## src/rtl/strap_mode_pkg.sv

```systemverilog
package strap_mode_pkg;

    typedef enum logic [1:0] {
        LVL_LOW  = 2'b00,
        LVL_MID  = 2'b01,
        LVL_HIGH = 2'b10,
        LVL_BAD  = 2'b11
    } strap_lvl_e;

    typedef enum logic [1:0] {
        MODE_LOBW = 2'b00,
        MODE_BYP  = 2'b01,
        MODE_HIBW = 2'b11
    } pll_mode_e;

    localparam logic [1:0] FREQ_100  = 2'b00;
    localparam logic [1:0] FREQ_RSVD = 2'b11;

    function automatic logic [1:0] strap_to_mode(input logic [1:0] lvl);
        case (lvl)
            LVL_LOW:  strap_to_mode = MODE_LOBW;
            LVL_HIGH: strap_to_mode = MODE_HIBW;
            default:  strap_to_mode = MODE_BYP;
        endcase
    endfunction

endpackage

```

## src/rtl/pd_sequencer.sv

```systemverilog
module pd_sequencer #(
    parameter int STAB_CYCLES = 50000
) (
    input  logic clk,
    input  logic rst_n,
    input  logic pwrgd_i,
    input  logic keep_cfg_i,
    output logic first_rise_o,
    output logic cfg_clear_o,
    output logic stable_o
);
    localparam int CW = $clog2(STAB_CYCLES + 1);
    localparam logic [CW-1:0] CNT_MAX = CW'(STAB_CYCLES);

    typedef struct packed {
        logic          pg;
        logic          started;
        logic          clr;
        logic [CW-1:0] cnt;
    } seq_t;

    seq_t s_d, s_q;
    logic pd_entry;

    always_comb begin
        first_rise_o = pwrgd_i && !s_q.pg && !s_q.started;
        pd_entry     = !pwrgd_i && s_q.pg && s_q.started;
        s_d          = s_q;
        s_d.pg       = pwrgd_i;
        if (first_rise_o) s_d.started = 1'b1;
        s_d.clr      = pd_entry && !keep_cfg_i;
        if (!pwrgd_i)
            s_d.cnt = '0;
        else if (s_q.cnt != CNT_MAX)
            s_d.cnt = s_q.cnt + 1'b1;
    end

    always_ff @(posedge clk or negedge rst_n) begin
        if (!rst_n) s_q <= '0;
        else        s_q <= s_d;
    end

    assign cfg_clear_o = s_q.clr;
    assign stable_o    = (s_q.cnt == CNT_MAX);

    assert_clear_one_cycle_R7: assert property (@(posedge clk) disable iff (!rst_n)
        cfg_clear_o |=> !cfg_clear_o);
    assert_clear_needs_keep_low_R7: assert property (@(posedge clk) disable iff (!rst_n)
        cfg_clear_o |-> ($past(!keep_cfg_i) && $past(!pwrgd_i)));
    assert_stable_needs_pwrgd_R8: assert property (@(posedge clk) disable iff (!rst_n)
        stable_o |-> $past(pwrgd_i));
    assert_single_first_rise_R2: assert property (@(posedge clk) disable iff (!rst_n)
        first_rise_o |=> !first_rise_o);

endmodule

```

## src/rtl/mode_latch.sv

```systemverilog
module mode_latch
    import strap_mode_pkg::*;
(
    input  logic       clk,
    input  logic       rst_n,
    input  logic       capture_i,
    input  logic [1:0] strap_i,
    input  logic       sw_en_i,
    input  logic [1:0] sw_mode_i,
    output logic [1:0] mode_o,
    output logic [1:0] rb_o
);
    typedef struct packed {
        logic       done;
        logic [1:0] mode;
    } lat_t;

    lat_t l_d, l_q;

    always_comb begin
        l_d = l_q;
        if (capture_i && !l_q.done) begin
            l_d.done = 1'b1;
            l_d.mode = strap_to_mode(strap_i);
        end
    end

    always_ff @(posedge clk or negedge rst_n) begin
        if (!rst_n) l_q <= '0;
        else        l_q <= l_d;
    end

    assign rb_o   = l_q.mode;
    assign mode_o = sw_en_i ? sw_mode_i : l_q.mode;

    assert_rb_frozen_R2: assert property (@(posedge clk) disable iff (!rst_n)
        l_q.done |=> $stable(rb_o));
    assert_rb_legal_R1: assert property (@(posedge clk) disable iff (!rst_n)
        rb_o != 2'b10);
    assert_sw_ignored_R4: assert property (@(posedge clk) disable iff (!rst_n)
        (!sw_en_i && $past(!sw_en_i) && $stable(rb_o)) |-> $stable(mode_o));

endmodule

```

## src/rtl/freq_select.sv

```systemverilog
module freq_select
    import strap_mode_pkg::*;
(
    input  logic       clk,
    input  logic       rst_n,
    input  logic       en_i,
    input  logic [1:0] code_i,
    input  logic       clear_i,
    output logic [1:0] freq_o
);
    typedef struct packed {
        logic [1:0] sel;
    } frq_t;

    frq_t f_d, f_q;

    always_comb begin
        f_d = f_q;
        if (clear_i)
            f_d.sel = FREQ_100;
        else if (en_i && code_i != FREQ_RSVD)
            f_d.sel = code_i;
    end

    always_ff @(posedge clk or negedge rst_n) begin
        if (!rst_n) f_q <= '0;
        else        f_q <= f_d;
    end

    assign freq_o = en_i ? f_q.sel : FREQ_100;

    assert_rsvd_held_R6: assert property (@(posedge clk) disable iff (!rst_n)
        (en_i && code_i == FREQ_RSVD && !clear_i) |=> $stable(f_q.sel));
    assert_never_rsvd_R6: assert property (@(posedge clk) disable iff (!rst_n)
        freq_o != FREQ_RSVD);
    assert_clear_defaults_R7: assert property (@(posedge clk) disable iff (!rst_n)
        clear_i |=> (f_q.sel == FREQ_100));

endmodule

```

## src/rtl/strap_mode_ctrl.sv

```systemverilog
module strap_mode_ctrl #(
    parameter int STAB_CYCLES = 50000
) (
    input  logic       clk,
    input  logic       rst_n,
    input  logic [1:0] strap_lvl,
    input  logic       pwrgd,
    input  logic       sw_mode_en,
    input  logic [1:0] sw_mode,
    input  logic       sw_freq_en,
    input  logic [1:0] sw_freq,
    input  logic       keep_cfg,
    output logic [1:0] pll_mode,
    output logic [1:0] mode_rb,
    output logic [1:0] freq_sel,
    output logic       cfg_clear,
    output logic       stable
);
    logic first_rise;

    pd_sequencer #(.STAB_CYCLES(STAB_CYCLES)) u_seq (
        .clk         (clk),
        .rst_n       (rst_n),
        .pwrgd_i     (pwrgd),
        .keep_cfg_i  (keep_cfg),
        .first_rise_o(first_rise),
        .cfg_clear_o (cfg_clear),
        .stable_o    (stable)
    );

    mode_latch u_mode (
        .clk      (clk),
        .rst_n    (rst_n),
        .capture_i(first_rise),
        .strap_i  (strap_lvl),
        .sw_en_i  (sw_mode_en),
        .sw_mode_i(sw_mode),
        .mode_o   (pll_mode),
        .rb_o     (mode_rb)
    );

    freq_select u_freq (
        .clk    (clk),
        .rst_n  (rst_n),
        .en_i   (sw_freq_en),
        .code_i (sw_freq),
        .clear_i(cfg_clear),
        .freq_o (freq_sel)
    );

endmodule

```

## config.mk

```make
export PLATFORM = sky130hd
export DESIGN_NAME = strap_mode_ctrl
export DESIGN_NICKNAME = d
export VERILOG_FILES = /design/src/rtl/strap_mode_pkg.sv /design/src/rtl/pd_sequencer.sv /design/src/rtl/mode_latch.sv /design/src/rtl/freq_select.sv /design/src/rtl/strap_mode_ctrl.sv
export SDC_FILE = /design/constraint.sdc
export NUM_CORES = 1
export LEC_CHECK = 0
export BUFFER_PORTS_ARGS = -buffer_cell sky130_fd_sc_hd__buf_2
export CELL_PAD_IN_SITES_DETAIL_PLACEMENT = 2
export CELL_PAD_IN_SITES_GLOBAL_PLACEMENT = 2
export CORE_MARGIN = 3
export CORE_UTILIZATION = 37
export DETAILED_ROUTE_END_ITERATION = 10
export PLACE_DENSITY_LB_ADDON = 0.1
export RECOVER_POWER = 50
export SLEW_MARGIN = 40
export SYNTH_ARGS = -nofsm -noshare
export SYNTH_HDL_FRONTEND = slang
export SYNTH_SLANG_ARGS = --single-unit
export TNS_END_PERCENT = 1
```

## constraint.sdc

```tcl
create_clock -name clk -period 3.05 [get_ports clk]
set_input_delay 0 -clock clk [delete_from_list [all_inputs] [get_ports clk]]
set_output_delay 0 -clock clk [all_outputs]
set_load 0.005 [all_outputs]
```

==> results of run 1 <==
-- routing by layer --
metal,vias to the layer above,part of all wire [%],track usage [%]
li1,465,-,-
met1,481,49,23.22
met2,16,47,27.70
met3,5,2.3,1.978
met4,0,1.8,8.540
met5,-,0,0
-- worst min path at each step --
| stage | cells after the start | end |
|---|---|---|
| CTS | 3 | u_freq.f_q[0] |
| floorplan | 0 | u_freq.f_q[0] |
| detailed placement | 1 | u_seq.s_q[0] |
| finish | 3 | u_freq.f_q[0] |
| global route | 3 | u_freq.f_q[1] |
| global placement | 1 | u_seq.s_q[0] |
-- state kept, by name (all words and copies together) (netlist names) --
name and count:
u_seq.cfg_clear_o 1, u_mode.l_q 1, u_seq.s_q 18, u_mode.rb_o 2, u_freq.f_q 2
-- cell families after synthesis --
kind of cell    count (synthesis)
compound gates                 13
xor+xnor                       10
fa+ha+maj                       2
buf+inv                         8
flops                          24
mux                             2
simple gates                   59
-- power by group through the flow --
stage          combinational (W)  clock, W  sequential, W
6_report               0.0000617  0.000141       0.000341
5_1_grt                0.0000718  0.000162       0.000343
3_5_place_dp           0.0000551         0       0.000346
4_1_cts                0.0000630  0.000148       0.000340
3_3_place_gp           0.0000522         0       0.000345
2_1_floorplan          0.0000306         0       0.000343
-- per-stage QoR --
stage,area [sq um],util [%],hold slack [ns]
3_5_place_dp,1320,45.51,0.02158
2_1_floorplan,1191,-,-0.2956
6_report,1430,49.31,0.05070
3_3_place_gp,1320,45.51,0.01291
4_1_cts,1433,49.40,0.03860
5_1_grt,1430,49.31,0.08967
-- tightest hold or removal path: stages --
cell     delay [ns]
buf_2          0.10
nor2b_1        0.18
nor3_1         0.06
-- cell type report --
type | count | area [sq um] | share of cell area [%]
multi-input cells | 86 | 553.0 | 38.67
clock buffers | 3 | 22.52 | 1.575
repair buffers | 28 | 182.7 | 12.77
flip-flops and latches | 24 | 600.6 | 41.99
well taps | 42 | 52.55 | 3.675
inverters | 5 | 18.77 | 1.312
-- placed cells by master, fill, tap and decap left out, drive strengths merged, types with 5 or more instances in the layout --
| cell | netlist | final |
|---|---|---|
| dlygate4sd3 | 0 | 9 |
| buf | 2 | 17 |
| dfrtp | 24 | 24 |
| inv | 5 | 5 |
| clkbuf | 1 | 5 |
| nor2 | 15 | 15 |
| xnor2 | 7 | 7 |
| nand2 | 6 | 6 |
| a21oi | 6 | 6 |
| o21ai | 6 | 6 |
==> run_results.csv, run 1 <==
group,metric,value,unit
status,status,"finished clean",
detailed_routing,drt-total-wl,3047,um
yosys,ys_top_cells_by_area,"dfrtp_1, xnor2_1, nor2_1, a21oi_1, o21ai_0",
sta,fin_tns_setup,0,ns
clock_network,cts.path.max_buffers,2,
layout,area_growth,20.06,%
critical_path,path_cells,"or4_4, nor4_4, buf_2",
critical_path,arrival,1.88,ns
placement,place_congestion,0.7434,
global_routing,gr-total-overflow,0,
global_routing,grt_max_degree,25,
sta,post-route-period-util,61.48,%
yosys,yosysMostFrequentCell,"dfrtp_1",
clock_network,hold_buffers,9,
critical_path,crit_required,3.05,ns
yosys,synth_edf_count,0,
die,num_rows,19,
placement,place_inst,176,
critical_path,critPathSlowestCell,"or4_4",
detailed_routing,route.detailed.drc,0,
layout,fillCellCount,320,
placement,pre_cts_slack,1.273,ns
layout,drive_gt1_share,16.44,%
die,dieArea,0.003936,sq mm
clock_network,clk_latency,0.32,ns
sta,min_period,1.875,ns
yosys,syn-cell-area,0.001191,sq mm
die,io_pins,20,
global_routing,grt_use_total,17.34,%
power,power_frac_comb,11.4,%
sta,rsz0062_at_grt,"false",
critical_path,crit_path_start_kind,"flop",
sta,max_freq,533.3,MHz
die,die_w,62.74,um
yosys,syn_inst,118,
sta,worst_slew_pin_slew,1.308,ns
layout,antenna_cells,0,
sta,clock_skew,0.001540,ns
clock_network,numClockSinks,24,
detailed_routing,first_pass_iters,3,
yosys,synth_xor_area_share,7.353,%
yosys,synthSimpleGateAreaFrac,29.52,%
critical_path,critical_path_class,"reg -> out",
sta,hold_viol,0,
sta,setup-violations-final,0,
yosys,synthAdderAreaFrac,2.101,%
power,power_frac_seq,62.7,%
global_routing,grt_pass1_wl,5347,um
yosys,synth.avg_cell_area,10.09,sq um
sta,drv_slew,0,
power,p_total,0.0005438,W
clock_network,cts_tree,"built",
job,drv_cap,0,
yosys,muxShareOfSynthArea,1.786,%
critical_path,reg2reg_to,"u_seq.s_q[1]",
critical_path,cp_slowest_stage_delay,0.54,ns
yosys,synth_top_area_cell,"dfrtp_1",
critical_path,rr_startpoint,"u_seq.s_q[13]",
clock_network,cts_setup_buffers,0,
die,start_util,41.07,%
power,peakVddDrop,0.0002009,V
critical_path,crit_family,"simple AND/OR/NAND/NOR gates",
power,sw_frac_of_total,25.15,%
clock_network,cts-root-buf,"clkbuf_4",
critical_path,crit_cells,3,
power,p_per_area,380.2,mW/mm^2
sta,maxSlewHeadroom,12.81,%
power,internal-power,0.0004070,W
worst_hold_path,min_from,"sw_freq_en",
clock_network,numCtsBuffers,3,
yosys,synth_top_family_by_area,"simple AND/OR/NAND/NOR gates",
yosys,synthArstFlopShare,100.0,%
clock_network,ctsResizeCount,0,
critical_path,critPathCaptureType,"output port",
power,power.leakage,0.5995,nW
yosys,syn-num-nets,132,
yosys,synth_commonest_cells,"dfrtp_1, nor2_1, xnor2_1",
detailed_routing,ant_nets,0,
placement,place_hpwl,2169,um
yosys,yosysSeqAreaShare,50.42,%
detailed_routing,wl_per_cell,16.21,um
clock_network,h-tree-depth,1,
global_routing,grt_pass1_vias,1065,
sta,fin_ws,1.175,ns
die,die_y,62.74,um
yosys,synth_cell_types,32,
critical_path,critPathBufInv,1,
placement,portBuffers,19,
power,p_switching,0.0001368,W
yosys,ys_warn_count,0,
global_routing,grt_antenna_before_repair,0,
yosys,synth_compound_area_share,5.672,%
yosys,ys_ff_latch,24,
yosys,synth-main-ff-cell,"dfrtp_1",
critical_path,crit_path_start,"u_seq.s_q[13]",
critical_path,r2r_slack,1.27,ns
layout,instances_no_fill,188,
detailed_routing,via_count,967,
layout,nets,162,
clock_network,clkTransAtPathRegs,0.13,ns
yosys,yosysTopAreaCellShare,50.42,%
worst_hold_path,min_path_type,"in -> reg",
detailed_routing,vias_per_cell,5.144,
critical_path,critPathMaxFanout,4,
detailed_routing,dr.first_iter.drc_count,35,
critical_path,r2r_cells,4,
critical_path,cp-endpoint,"stable",
die,core,0.002900,sq mm
power,clock_power_share,26.0,%
(Power assumes the default switching activity.)
==> run 2, diff against run 1 <==
Settings changed: CORE_UTILIZATION 37 to 34.
Clock period 3.05 ns to 1.8 ns, I/O delays scaled along.
==> run 2 against run 1 <==
Non-clock buffer count up 8; clock-buffer cell count stayed put; highest routed layer unchanged; global-route usage shrank 0.70 points; critical path type unchanged; combinational power is 77% higher.
==> run_results.csv, run 2 (synthesis results as in run 1) <==
group,metric,value,unit
status,status,"finished clean",
layout,layout_common_cells,"dfrtp_1, buf_2, nor2_1",
global_routing,gr-total-overflow,0,
global_routing,grt_antenna_before_repair,0,
layout,top_register,"u_seq.s_q",
layout,area_growth,26.47,%
critical_path,critPathMaxFanout,2,
clock_network,cts-root-buf,"clkbuf_4",
clock_network,clk_latency,0.32,ns
power,power_frac_comb,11.9,%
critical_path,critPathSlowestCell,"or4_4",
layout,antenna_cells,0,
die,dieArea,0.004250,sq mm
critical_path,rr_startpoint,"u_seq.s_q[13]",
sta,post-route-period-util,99.06,%
die,core,0.003203,sq mm
clock_network,numClockSinks,24,
critical_path,crit_path_start_kind,"flop",
power,p_total,0.0009217,W
detailed_routing,vias_per_cell,5.071,
sta,hold_viol,0,
sta,fin_tns_setup,0,ns
detailed_routing,via_count,1004,
detailed_routing,ant_nets,0,
critical_path,critPathCaptureType,"output port",
worst_hold_path,min_from,"sw_freq_en",
layout,nets,170,
power,peakVddDrop,0.0002307,V
critical_path,crit_path_start,"u_seq.s_q[13]",
sta,min_period,1.783,ns
power,sw_frac_of_total,24.98,%
layout,fin_area,0.001506,sq mm
sta,max_freq,560.8,MHz
layout,largest_reg_flops,18,
sta,clock_skew,0.008546,ns
global_routing,grt_pass1_wl,5444,um
detailed_routing,dr.first_iter.drc_count,27,
power,power.leakage,0.6471,nW
critical_path,reg2reg_to,"u_seq.s_q[1]",
critical_path,critical_path_class,"reg -> out",
worst_hold_path,holdPathStages,3,
global_routing,grt_use_total,16.65,%
placement,place_congestion,0.7656,
die,io_pins,20,
sta,worst_slew_pin_slew,1.356,ns
worst_hold_path,hold_end,"u_freq.f_q[0]",
power,p_per_area,611.9,mW/mm^2
layout,mostFrequentLayoutCell,"dfrtp_1",
global_routing,grt_max_degree,25,
placement,place_hpwl,2337,um
sta,maxSlewHeadroom,9.612,%
detailed_routing,route.detailed.drc,0,
critical_path,arrival,1.78,ns
power,internal-power,0.0006915,W
critical_path,r2r_slack,0.06,ns
clock_network,cts_tree,"built",
die,die_w,65.19,um
sta,rsz0062_at_grt,"true",
sta,setup-violations-final,0,
critical_path,r2r_cells,5,
global_routing,grt_pass1_vias,1141,
detailed_routing,wl_per_cell,16.53,um
critical_path,path_cells,"or4_4, nor4_4, buf_4, buf_6",
die,start_util,37.19,%
clock_network,h-tree-depth,1,
clock_network,numCtsBuffers,3,
die,num_rows,20,
placement,portBuffers,19,
clock_network,clkTransAtPathRegs,0.13,ns
layout,drive_gt1_share,23.38,%
worst_hold_path,min_path_type,"in -> reg",
detailed_routing,first_pass_iters,4,
critical_path,cp_slowest_stage_delay,0.56,ns
power,power_frac_seq,62.3,%
detailed_routing,drt-total-wl,3272,um
critical_path,crit_required,1.80,ns
power,p_switching,0.0002302,W
placement,placed_area,0.001368,sq mm
sta,holdWs,0.05946,ns
die,die_y,65.19,um
sta,drv_slew,0,
job,drv_cap,0,
clock_network,cts.path.max_buffers,2,
power,clock_power_share,25.8,%
-- run 2: worst max-delay path, delay by kind of cell, from the launching register on --
kind | cells | cell delay (ns)
buffers and inverters | 2 | 0.24
DFF | 1 | 0.42
and+or+nand+nor | 2 | 0.81
-- run 2: timing repair --
| action | CTS | global route |
|---|---|---|
| buffers inserted | 1 | 2 |
| endpoints found under the hold margin | 29 | 0 |
| endpoints found under the setup margin | 1 | 5 |
| hold buffers | 8 | 0 |
| gates resized for setup | 0 | 4 |
| pin swaps | 1 | 3 |
-- run 2: worst max-delay path by stage --
stage	to	slack (ns)	depth (start not counted)
3_3_place_gp	u_seq.s_q[1]	0.08	4
2_1_floorplan	u_seq.s_q[1]	0.11	4
6_report	stable	0.02	4
4_1_cts	stable	0.004	4
5_1_grt	stable	-0.09	4
3_5_place_dp	u_seq.s_q[1]	0.03	4
-- run 2: through the flow --
| stage | std cells | setup slack (ns) | util (%) |
|---|---|---|---|
| 2_1_floorplan | 118 | 0.1111 | - |
| 3_3_place_gp | 184 | 0.08158 | 42.70 |
| 3_5_place_dp | 184 | 0.03336 | 42.70 |
| 4_1_cts | 196 | 0.004044 | 46.13 |
| 5_1_grt | 198 | -0.08507 | 47.03 |
| 6_report | 198 | 0.01689 | 47.03 |
-- run 2: area by class of cell --
type | count | area [sq um]
timing repair buffer | 36 | 246.5
multi-input combinational | 86 | 563.0
clock buffer | 3 | 22.52
tap | 44 | 55.05
fill | 367 | 1697
sequential | 24 | 600.6
inverter | 5 | 18.77
-- run 2: power groups by stage --
stage | Combinational, W | Clock [W] | Sequential, W
after floorplan | 0.0000518 | 0 | 0.000581
after global placement | 0.0000913 | 0 | 0.000583
after detailed placement | 0.0000965 | 0 | 0.000585
after CTS | 0.000110 | 0.000250 | 0.000575
after global routing | 0.000126 | 0.000272 | 0.000579
final | 0.000109 | 0.000238 | 0.000574
-- run 2: metal layers --
layer	wire (um)	vias to the layer above	part of all wire (%)	track usage, %
met2	1704	17	52	29.96
met4	35	0	1.1	4.663
li1	-	481	-	-
met5	0	-	0	0
met3	77	4	2.4	2.564
met1	1454	502	44	20.50
